===== src/rtl/txthr_pkg.sv =====
package txthr_pkg;
  localparam int THR_W = 9;
  localparam int CODE_W = 2;

  typedef logic [THR_W-1:0] thr_t;
  typedef enum logic {ST_IDLE = 1'b0, ST_DRAIN = 1'b1} gate_st_e;

  function automatic thr_t thr_words(input logic [CODE_W-1:0] code, input logic slow);
    thr_t w;
    if (slow) begin
      case (code)
        2'd0:    w = thr_t'(18);
        2'd1:    w = thr_t'(24);
        2'd2:    w = thr_t'(32);
        default: w = thr_t'(40);
      endcase
    end else begin
      w = thr_t'(32) << code;
    end
    return w;
  endfunction
endpackage


===== src/rtl/txthr_lookup.sv =====
module txthr_lookup
  import txthr_pkg::*;
(
  input  logic [CODE_W-1:0] code,
  input  logic              slow,
  output thr_t              thr
);
  always_comb begin
    thr = thr_words(code, slow);
  end
endmodule


===== src/rtl/txthr_start_ctrl.sv =====
module txthr_start_ctrl
  import txthr_pkg::*;
#(
  parameter int LVL_W = 10
)(
  input  logic             clk,
  input  logic             rst_n,
  input  logic [LVL_W-1:0] fifo_level,
  input  logic             eof_buffered,
  input  logic             word_pop,
  input  logic             word_pop_last,
  input  logic             store_fwd,
  input  thr_t             thr_now,
  output logic             start_pulse,
  output logic             drain_active,
  output thr_t             cur_thr
);
  localparam logic [LVL_W-1:0] LVL_ZERO = '0;

  gate_st_e st_q, st_d;
  logic     start_q, start_d;
  thr_t     thr_q, thr_d;
  logic     level_ok, go, frame_end;

  always_comb begin
    level_ok  = (fifo_level >= LVL_W'(thr_now)) && !store_fwd;
    go        = (st_q == ST_IDLE) && (fifo_level != LVL_ZERO) && (eof_buffered || level_ok);
    frame_end = (st_q == ST_DRAIN) && word_pop && word_pop_last;
    st_d      = st_q;
    thr_d     = thr_q;
    start_d   = 1'b0;
    if (go) begin
      st_d    = ST_DRAIN;
      thr_d   = thr_now;
      start_d = 1'b1;
    end else if (frame_end) begin
      st_d    = ST_IDLE;
    end
  end

  always_ff @(posedge clk or negedge rst_n) begin
    if (!rst_n) begin
      st_q    <= ST_IDLE;
      start_q <= 1'b0;
      thr_q   <= thr_words(2'b00, 1'b0);
    end else begin
      st_q    <= st_d;
      start_q <= start_d;
      if (go) begin
        thr_q <= thr_d;
      end
    end
  end

  assign start_pulse  = start_q;
  assign drain_active = (st_q == ST_DRAIN);
  assign cur_thr      = thr_q;

  p_pulse_single_r7: assert property (@(posedge clk) disable iff (!rst_n)
    start_pulse |=> !start_pulse);
  p_pulse_active_r7: assert property (@(posedge clk) disable iff (!rst_n)
    start_pulse |-> drain_active);
  p_no_restart_r7: assert property (@(posedge clk) disable iff (!rst_n)
    (drain_active && !(word_pop && word_pop_last)) |=> !start_pulse);
  p_end_frame_r8: assert property (@(posedge clk) disable iff (!rst_n)
    (drain_active && word_pop && word_pop_last) |=> !drain_active);
  p_thr_held_r9: assert property (@(posedge clk) disable iff (!rst_n)
    (drain_active && !start_pulse) |-> $stable(cur_thr));
  p_sf_needs_eof_r5: assert property (@(posedge clk) disable iff (!rst_n)
    (!drain_active && store_fwd && !eof_buffered) |=> !start_pulse);
  p_empty_idle_r11: assert property (@(posedge clk) disable iff (!rst_n)
    (!drain_active && fifo_level == LVL_ZERO) |=> !start_pulse);
endmodule


===== src/rtl/txthr_underrun.sv =====
module txthr_underrun #(
  parameter int LVL_W = 10
)(
  input  logic             clk,
  input  logic             rst_n,
  input  logic             drain_active,
  input  logic [LVL_W-1:0] fifo_level,
  output logic             underrun
);
  logic ur_q, ur_d, starved;

  always_comb begin
    starved = drain_active && (fifo_level == '0);
    ur_d    = ur_q | starved;
  end

  always_ff @(posedge clk or negedge rst_n) begin
    if (!rst_n) begin
      ur_q <= 1'b0;
    end else if (starved) begin
      ur_q <= ur_d;
    end
  end

  assign underrun = ur_q;

  p_sticky_r10: assert property (@(posedge clk) disable iff (!rst_n)
    underrun |=> underrun);
  p_set_on_starve_r10: assert property (@(posedge clk) disable iff (!rst_n)
    (drain_active && fifo_level == '0) |=> underrun);
endmodule


===== src/rtl/tx_start_gate.sv =====
module tx_start_gate
  import txthr_pkg::*;
#(
  parameter int LVL_W = 10
)(
  input  logic             clk,
  input  logic             rst_n,
  input  logic [LVL_W-1:0] fifo_level,
  input  logic             eof_buffered,
  input  logic             word_pop,
  input  logic             word_pop_last,
  input  logic [1:0]       thr_code,
  input  logic             slow_mode,
  input  logic             store_fwd,
  output logic             start_pulse,
  output logic             drain_active,
  output logic             underrun,
  output logic [8:0]       cur_thr
);
  logic [1:0] rst_sync_q;
  logic       rst_core_n;
  thr_t       thr_now;
  thr_t       thr_held;

  always_ff @(posedge clk or negedge rst_n) begin
    if (!rst_n) begin
      rst_sync_q <= 2'b00;
    end else begin
      rst_sync_q <= {rst_sync_q[0], 1'b1};
    end
  end
  assign rst_core_n = rst_sync_q[1];

  txthr_lookup u_lookup (
    .code (thr_code),
    .slow (slow_mode),
    .thr  (thr_now)
  );

  txthr_start_ctrl #(.LVL_W(LVL_W)) u_ctrl (
    .clk           (clk),
    .rst_n         (rst_core_n),
    .fifo_level    (fifo_level),
    .eof_buffered  (eof_buffered),
    .word_pop      (word_pop),
    .word_pop_last (word_pop_last),
    .store_fwd     (store_fwd),
    .thr_now       (thr_now),
    .start_pulse   (start_pulse),
    .drain_active  (drain_active),
    .cur_thr       (thr_held)
  );

  txthr_underrun #(.LVL_W(LVL_W)) u_ur (
    .clk          (clk),
    .rst_n        (rst_core_n),
    .drain_active (drain_active),
    .fifo_level   (fifo_level),
    .underrun     (underrun)
  );

  assign cur_thr = thr_held;
endmodule


===== config.mk =====
export PLATFORM = sky130hd
export DESIGN_NAME = tx_start_gate
export DESIGN_NICKNAME = d
export VERILOG_FILES = /design/src/rtl/txthr_pkg.sv /design/src/rtl/txthr_lookup.sv /design/src/rtl/txthr_start_ctrl.sv /design/src/rtl/txthr_underrun.sv /design/src/rtl/tx_start_gate.sv
export SDC_FILE = /design/constraint.sdc
export NUM_CORES = 1
export LEC_CHECK = 0
export BUFFER_PORTS_ARGS = -buffer_cell sky130_fd_sc_hd__buf_2
export CAP_MARGIN = 10
export CORE_MARGIN = 2
export CORE_UTILIZATION = 37
export CTS_CLUSTER_SIZE = 14
export DETAILED_ROUTE_END_ITERATION = 8
export GPL_TIMING_DRIVEN = 0
export PLACE_DENSITY_LB_ADDON = 0.15
export SLEW_MARGIN = 20
export SYNTH_ARGS = -nofsm -noshare
export SYNTH_HDL_FRONTEND = slang
export SYNTH_SLANG_ARGS = --single-unit

===== constraint.sdc =====
create_clock -name clk -period 0.8 [get_ports clk]
set_input_delay 0.16 -clock clk [delete_from_list [all_inputs] [get_ports clk]]
set_output_delay 0.16 -clock clk [all_outputs]
set_load 0.05 [all_outputs]

======== Word-level counts from Yosys, hierarchy flattened ========
Cells that the tools add are included.
cells by class
  magnitude comparators ................... 1
  shifts and indexed selects .............. 1
  bitwise gates (word level) .............. 2
  multiplexer cells ....................... 5
  $add $sub $neg .......................... 0
  equality and inequality tests ........... 2
  multiply operators ...................... 0
  reduce and logical (&&, ||, !) cells .... 12
  divide/modulo/power cells ............... 0
operators by type and width
  operator                                                                number
  6-bit case mux with 3 select lines                                      1
  10-bit by 9-bit >= comparator with 1-bit output                         1
  10-bit zero test                                                        1
  10-bit nonzero test                                                     1
  9-bit two-way mux                                                       1
  6-bit by 2-bit << shifter with 9-bit output (first input constant)      1
  1-bit logical AND                                                       6
  1-bit two-way mux                                                       3
  2-bit by 1-bit equality test with 1-bit output (second input constant)  1
  2-bit equality test (second input constant)                             1
  2-bit zero test                                                         1
  2-bit nonzero test                                                      1
  1-bit zero test                                                         1
  1-bit logical OR                                                        1
  1-bit inverter                                                          1
  1-bit bitwise OR                                                        1
storage, ports and cells
  memories kept ........................... 0
  output and inout port bits .............. 12
  input port bits ......................... 19
  bits in writable memories ............... 0
  memory bits (read-only) ................. 0
  bits in latches ......................... 0
  logic and storage cells ................. 28
  register bits ........................... 14

======== Logic depth before layout (Yosys ltp) ========
  depth after elaboration ................. 8
  gate-level depth with buffers ........... 8
  depth with buffers taken out ............ 8

======== Modules after synthesis ========
From an unflattened synthesis, not the netlist that was laid out.
unflattened totals
  cell total of the unflattened synthesis .. 141
  area, all modules ....................... 1226.2 µm²
by module, submodules not included
  module            area an instance (µm²)  instances  sequential area each (µm²)  cells each
  txthr_start_ctrl  1029.7                  1          276.5                       122
  txthr_lookup      82.6                    1          0.0                         11
  txthr_underrun    60.1                    1          25.0                        5
  tx_start_gate     53.8                    1          50.0                        3

======== Least setup slack after synthesis ========
OpenSTA, ideal clock, no wires.
  kind .................................... input -> register
  start ................................... input thr_code[0]
  end ..................................... register u_ctrl.thr_q[1], in the netlist u_ctrl.cur_thr[1]
  slack ................................... -1.147 ns
  path buffers ............................ 0
  data required time ...................... 0.675 ns
  arrival ................................. 1.822 ns
  library setup time ...................... 0.125 ns
  stages .................................. 6
  cell sequence ........................... or3b_2 ha_1 a21oi_1 o21ai_0 o21ai_4 mux2_4
between the ends
  cells in the longest elaborated chain, start to end .. 7
  elaborated cells between the ends (all ways) .. 10
  those cells by class .................... 1 x order compare; 2 x eq/ne; 1 x shift; 2 x mux; 4 x reduce/logical
RTL lines
  what                                             line                    RTL
  start, declared                                  tx_start_gate.sv:12     input logic [1:0] thr_code,
  2-bit equality test (tied with other cells)      txthr_pkg.sv:11         case (code)
  6-bit case mux with 3 select lines               txthr_pkg.sv:11
  9-bit two-way mux (*)                            txthr_pkg.sv:10         if (slow) begin
  10-bit by 9-bit >= comparator with 1-bit output  txthr_start_ctrl.sv:26  level_ok = (fifo_level >= LVL_W'(thr_now)) && !store_fwd;
  1-bit logical AND                                txthr_start_ctrl.sv:26
  1-bit logical OR                                 txthr_start_ctrl.sv:27  go = (st_q == ST_IDLE) && (fifo_level != LVL_ZERO) && (eof_buffered || level_ok);
  1-bit logical AND                                txthr_start_ctrl.sv:27
  end signal, assigned                             txthr_start_ctrl.sv:45  thr_q <= thr_words(2'b00, 1'b0);
  end signal, assigned                             txthr_start_ctrl.sv:50  thr_q <= thr_d;
  end, declared                                    txthr_start_ctrl.sv:22  thr_t thr_q, thr_d;
Mark *: on every way between the ends. The rest lies on a longest branch, timed or not.
A chain may end at the register's enable or synchronous reset.

======== Worst setup path in the final report ========
  start ................................... input thr_code[1]
  end ..................................... register u_ctrl.thr_q[1], in the netlist u_ctrl.cur_thr[1]
The elaborated chain is that of the path after synthesis.

==> run summary <==
Share of the yosys chip area belonging to registers: 0.4177
Final WS setup: -0.7916 ns
Max-cap violations: 0
Synth cell types: 27
Rows: 15
Ys flop type: dfrtp_1
Vias after detailed routing: 669
H-tree depth: 1
IO Pins: 31
Post-route ant nets: 0
Residual DRC: 0
Syn_area_per_cell: 10.78 um^2
Worst setup SP type: input pin
GR Overflow Total: 0
Worst EP required: 0.95 ns
Endpoints failing setup: 20
Mapped Cells: 67
RSZ-0062 raised after global routing: true
Failing checks: negative setup slack
Die width: 48.17 um
GRT Overall Usage: 0.1861
Vias in the first global route: 661
Sw Share: 0.4329
Commonest cells after routing, fill and taps aside: 16 x buf_4, 14 x buf_6, 13 x buf_2
CTS tree: done
Final Instance Area: 1314 um^2
First-pass GRT wire length: 2849 um
Status: finished, violations left
Drt via density: 4.678
Final hold violations: 0
Final wirelength: 1921 um
Crit Path Max Fanout: 6
Power Total: 3.351 mW
Sequential fraction of design power: 0.289
DRT iter0 DRCs: 4
Number of synthesized flops with an enable pin: 0
Die area: 2320 um^2
Max VDD drop: 1.597 mV
Min Tclk post-route: 1.592 ns
Warnings from Yosys: 0
Min-Delay Path Class: input pin to register
Clk sinks: 12
PortBufs: 28
Post-synth ARST share: 1.000
Final nets: 145
Die extent in y: 48.17 um
Total CTS buffers: 3
Logic pwr share: 0.597
Fmax: 0.6283 GHz
Max Slew Vio Count: 0
Pre-Repair DR Iteration Count: 4
Most common cell after layout, fill and taps aside: buf_4
WHS Path Cells: 4
Core Region: 1783 um^2
Fin Clk Skew: 0.003263 ns
Antenna violations before repair: 0
Number of antenna diodes: 0
Mapped Area: 721.9 um^2
Wirelength per Cell: 13.43 um
Pint: 1.901 mW
Placed cell areas: 914.6 um^2
Worst setup path category: input pin to register
Path depth of the worst reg2reg path: 3
CP arrival: 1.74 ns
Psw: 1.451 mW
Gpl congestion: 0.7495
Worst skew pair latency: 0.27 ns
Crit. End Element: register
Layout cells sized above 1: 0.6441
Post-route clock period utilization: 1.989
Layout area overhead: 81.98%
PwrDens: 2551 nW/um^2
Reg clk slew, reported paths: 0.07 ns
Starting Density: 0.4049
Largest net degree at the start of global routing: 11
Number of synthesized register bits: 12
Dpl hpwl: 1122 um
Pleak: 0.6478 nW
Clock group share of total power: 0.114
CTS root buffer: clkbuf_4
Clock Tree Buf Depth: 2
cells in the mapped netlist (2+ instances only):
| library cell | instances | share of area |
|---|---|---|
| a21oi_1 | 3 | 0.021 |
| ha_1 | 7 | 0.12 |
| conb_1 | 2 | 0.010 |
| inv_1 | 9 | 0.047 |
| mux2i_1 | 6 | 0.083 |
| nand2b_1 | 2 | 0.017 |
| nor3_1 | 2 | 0.014 |
| nor2b_1 | 2 | 0.017 |
| or3b_2 | 2 | 0.024 |
| dfrtp_1 | 11 | 0.38 |
| buf_4 | 2 | 0.021 |
| nand2_1 | 4 | 0.021 |
path summary, 6_finish.rpt:
path,from,to,slack [ns]
setup reg to reg,u_ctrl.drain_active,u_ctrl.cur_thr[1],-0.45
hold / removal,word_pop,u_ctrl.drain_active,0.15
hold reg to reg,rst_sync_q[1],u_ctrl.cur_thr[8],0.18
min in group asynchronous,rst_sync_q[1],u_ctrl.cur_thr[8],0.18
setup / recovery,thr_code[1],u_ctrl.cur_thr[1],-0.79
max in group asynchronous,rst_sync_q[1],u_ctrl.cur_thr[5],0.29
worst max-delay path: stages:
cell      delay (ns)
buf_8           0.11
nand2b_4        0.16
buf_6           0.12
ha_4            0.21
and3_4          0.18
a211oi_2        0.16
a21oi_2         0.10
o21ai_4         0.23
mux2_4          0.32
registers in the layout (all words and copies together), names as in the netlist:
| register | flops |
|---|---|
| u_ctrl.drain_active | 1 |
| u_ctrl.cur_thr | 7 |
| u_ur.underrun | 1 |
| rst_sync_q | 2 |
| u_ctrl.start_pulse | 1 |
cells by family (layout without fill, tap and decap cells):
| logic type | Yosys count | in the layout | share of synthesized area |
|---|---|---|---|
| other | 2 | 3 | 0.01040 |
| adder cells (fa/ha/maj) | 7 | 7 | 0.1213 |
| multiplexers | 7 | 7 | 0.1040 |
| AND/OR/NAND/NOR | 20 | 20 | 0.1941 |
| AO/OA/AOI/OAI | 8 | 8 | 0.08492 |
| buffers and inverters | 11 | 61 | 0.06758 |
| flip-flops | 12 | 12 | 0.4177 |
area by class of cell:
| cell class | count | area (um^2) |
|---|---|---|
| Clock buffer | 4 | 26.28 |
| Fill cell | 129 | 469.2 |
| Sequential cell | 12 | 301.5 |
| Inverter | 9 | 33.78 |
| Timing Repair Buffer | 46 | 407.9 |
| Tap cell | 25 | 31.28 |
| Buffer | 2 | 15.01 |
| Multi-Input combinational cell | 45 | 498.0 |
repair_timing:
action / in CTS / in global routing
hold buffers: 1 / 0
setup endpoints to repair: 20 / 20
setup buffers: 14 / 5
endpoints found under the hold margin: 2 / 0
pin swaps: 7 / 4
gates resized for setup: 41 / 15
per-stage QoR:
stage | setup slack, ns | hold WS (ns) | TNS, ns | utilization | instances
after floorplan | -1.060 | -0.1356 | -8.436 | - | 68
after global placement | -1.359 | -0.05469 | -11.48 | 0.5130 | 121
after detailed placement | -1.352 | -0.05343 | -11.42 | 0.5130 | 121
after CTS | -0.8126 | 0.1497 | -9.026 | 0.6835 | 140
after global routing | -0.8248 | 0.1516 | -9.754 | 0.7368 | 143
final | -0.7916 | 0.1508 | -8.983 | 0.7368 | 143
power groups by stage:
| stage | registers, mW | logic [mW] | clock network [mW] |
|---|---|---|---|
| 2_1_floorplan | 1.57 | 0.398 | 0 |
| 3_3_place_gp | 0.918 | 1.35 | 0 |
| 3_5_place_dp | 0.927 | 1.36 | 0 |
| 4_1_cts | 0.968 | 1.84 | 0.390 |
| 5_1_grt | 0.995 | 2.11 | 0.433 |
| 6_report | 0.968 | 2.00 | 0.381 |
metal layers:
| layer | track usage | vias to the layer above | share of wire |
|---|---|---|---|
| met5 | 0 | - | 0 |
| li1 | - | 329 | - |
| met1 | 0.2065 | 314 | 0.40 |
| met3 | 0.07778 | 2 | 0.049 |
| met2 | 0.3316 | 24 | 0.54 |
| met4 | 0.03784 | 0 | 0.0094 |
Power figures use the tool's default switching activity.
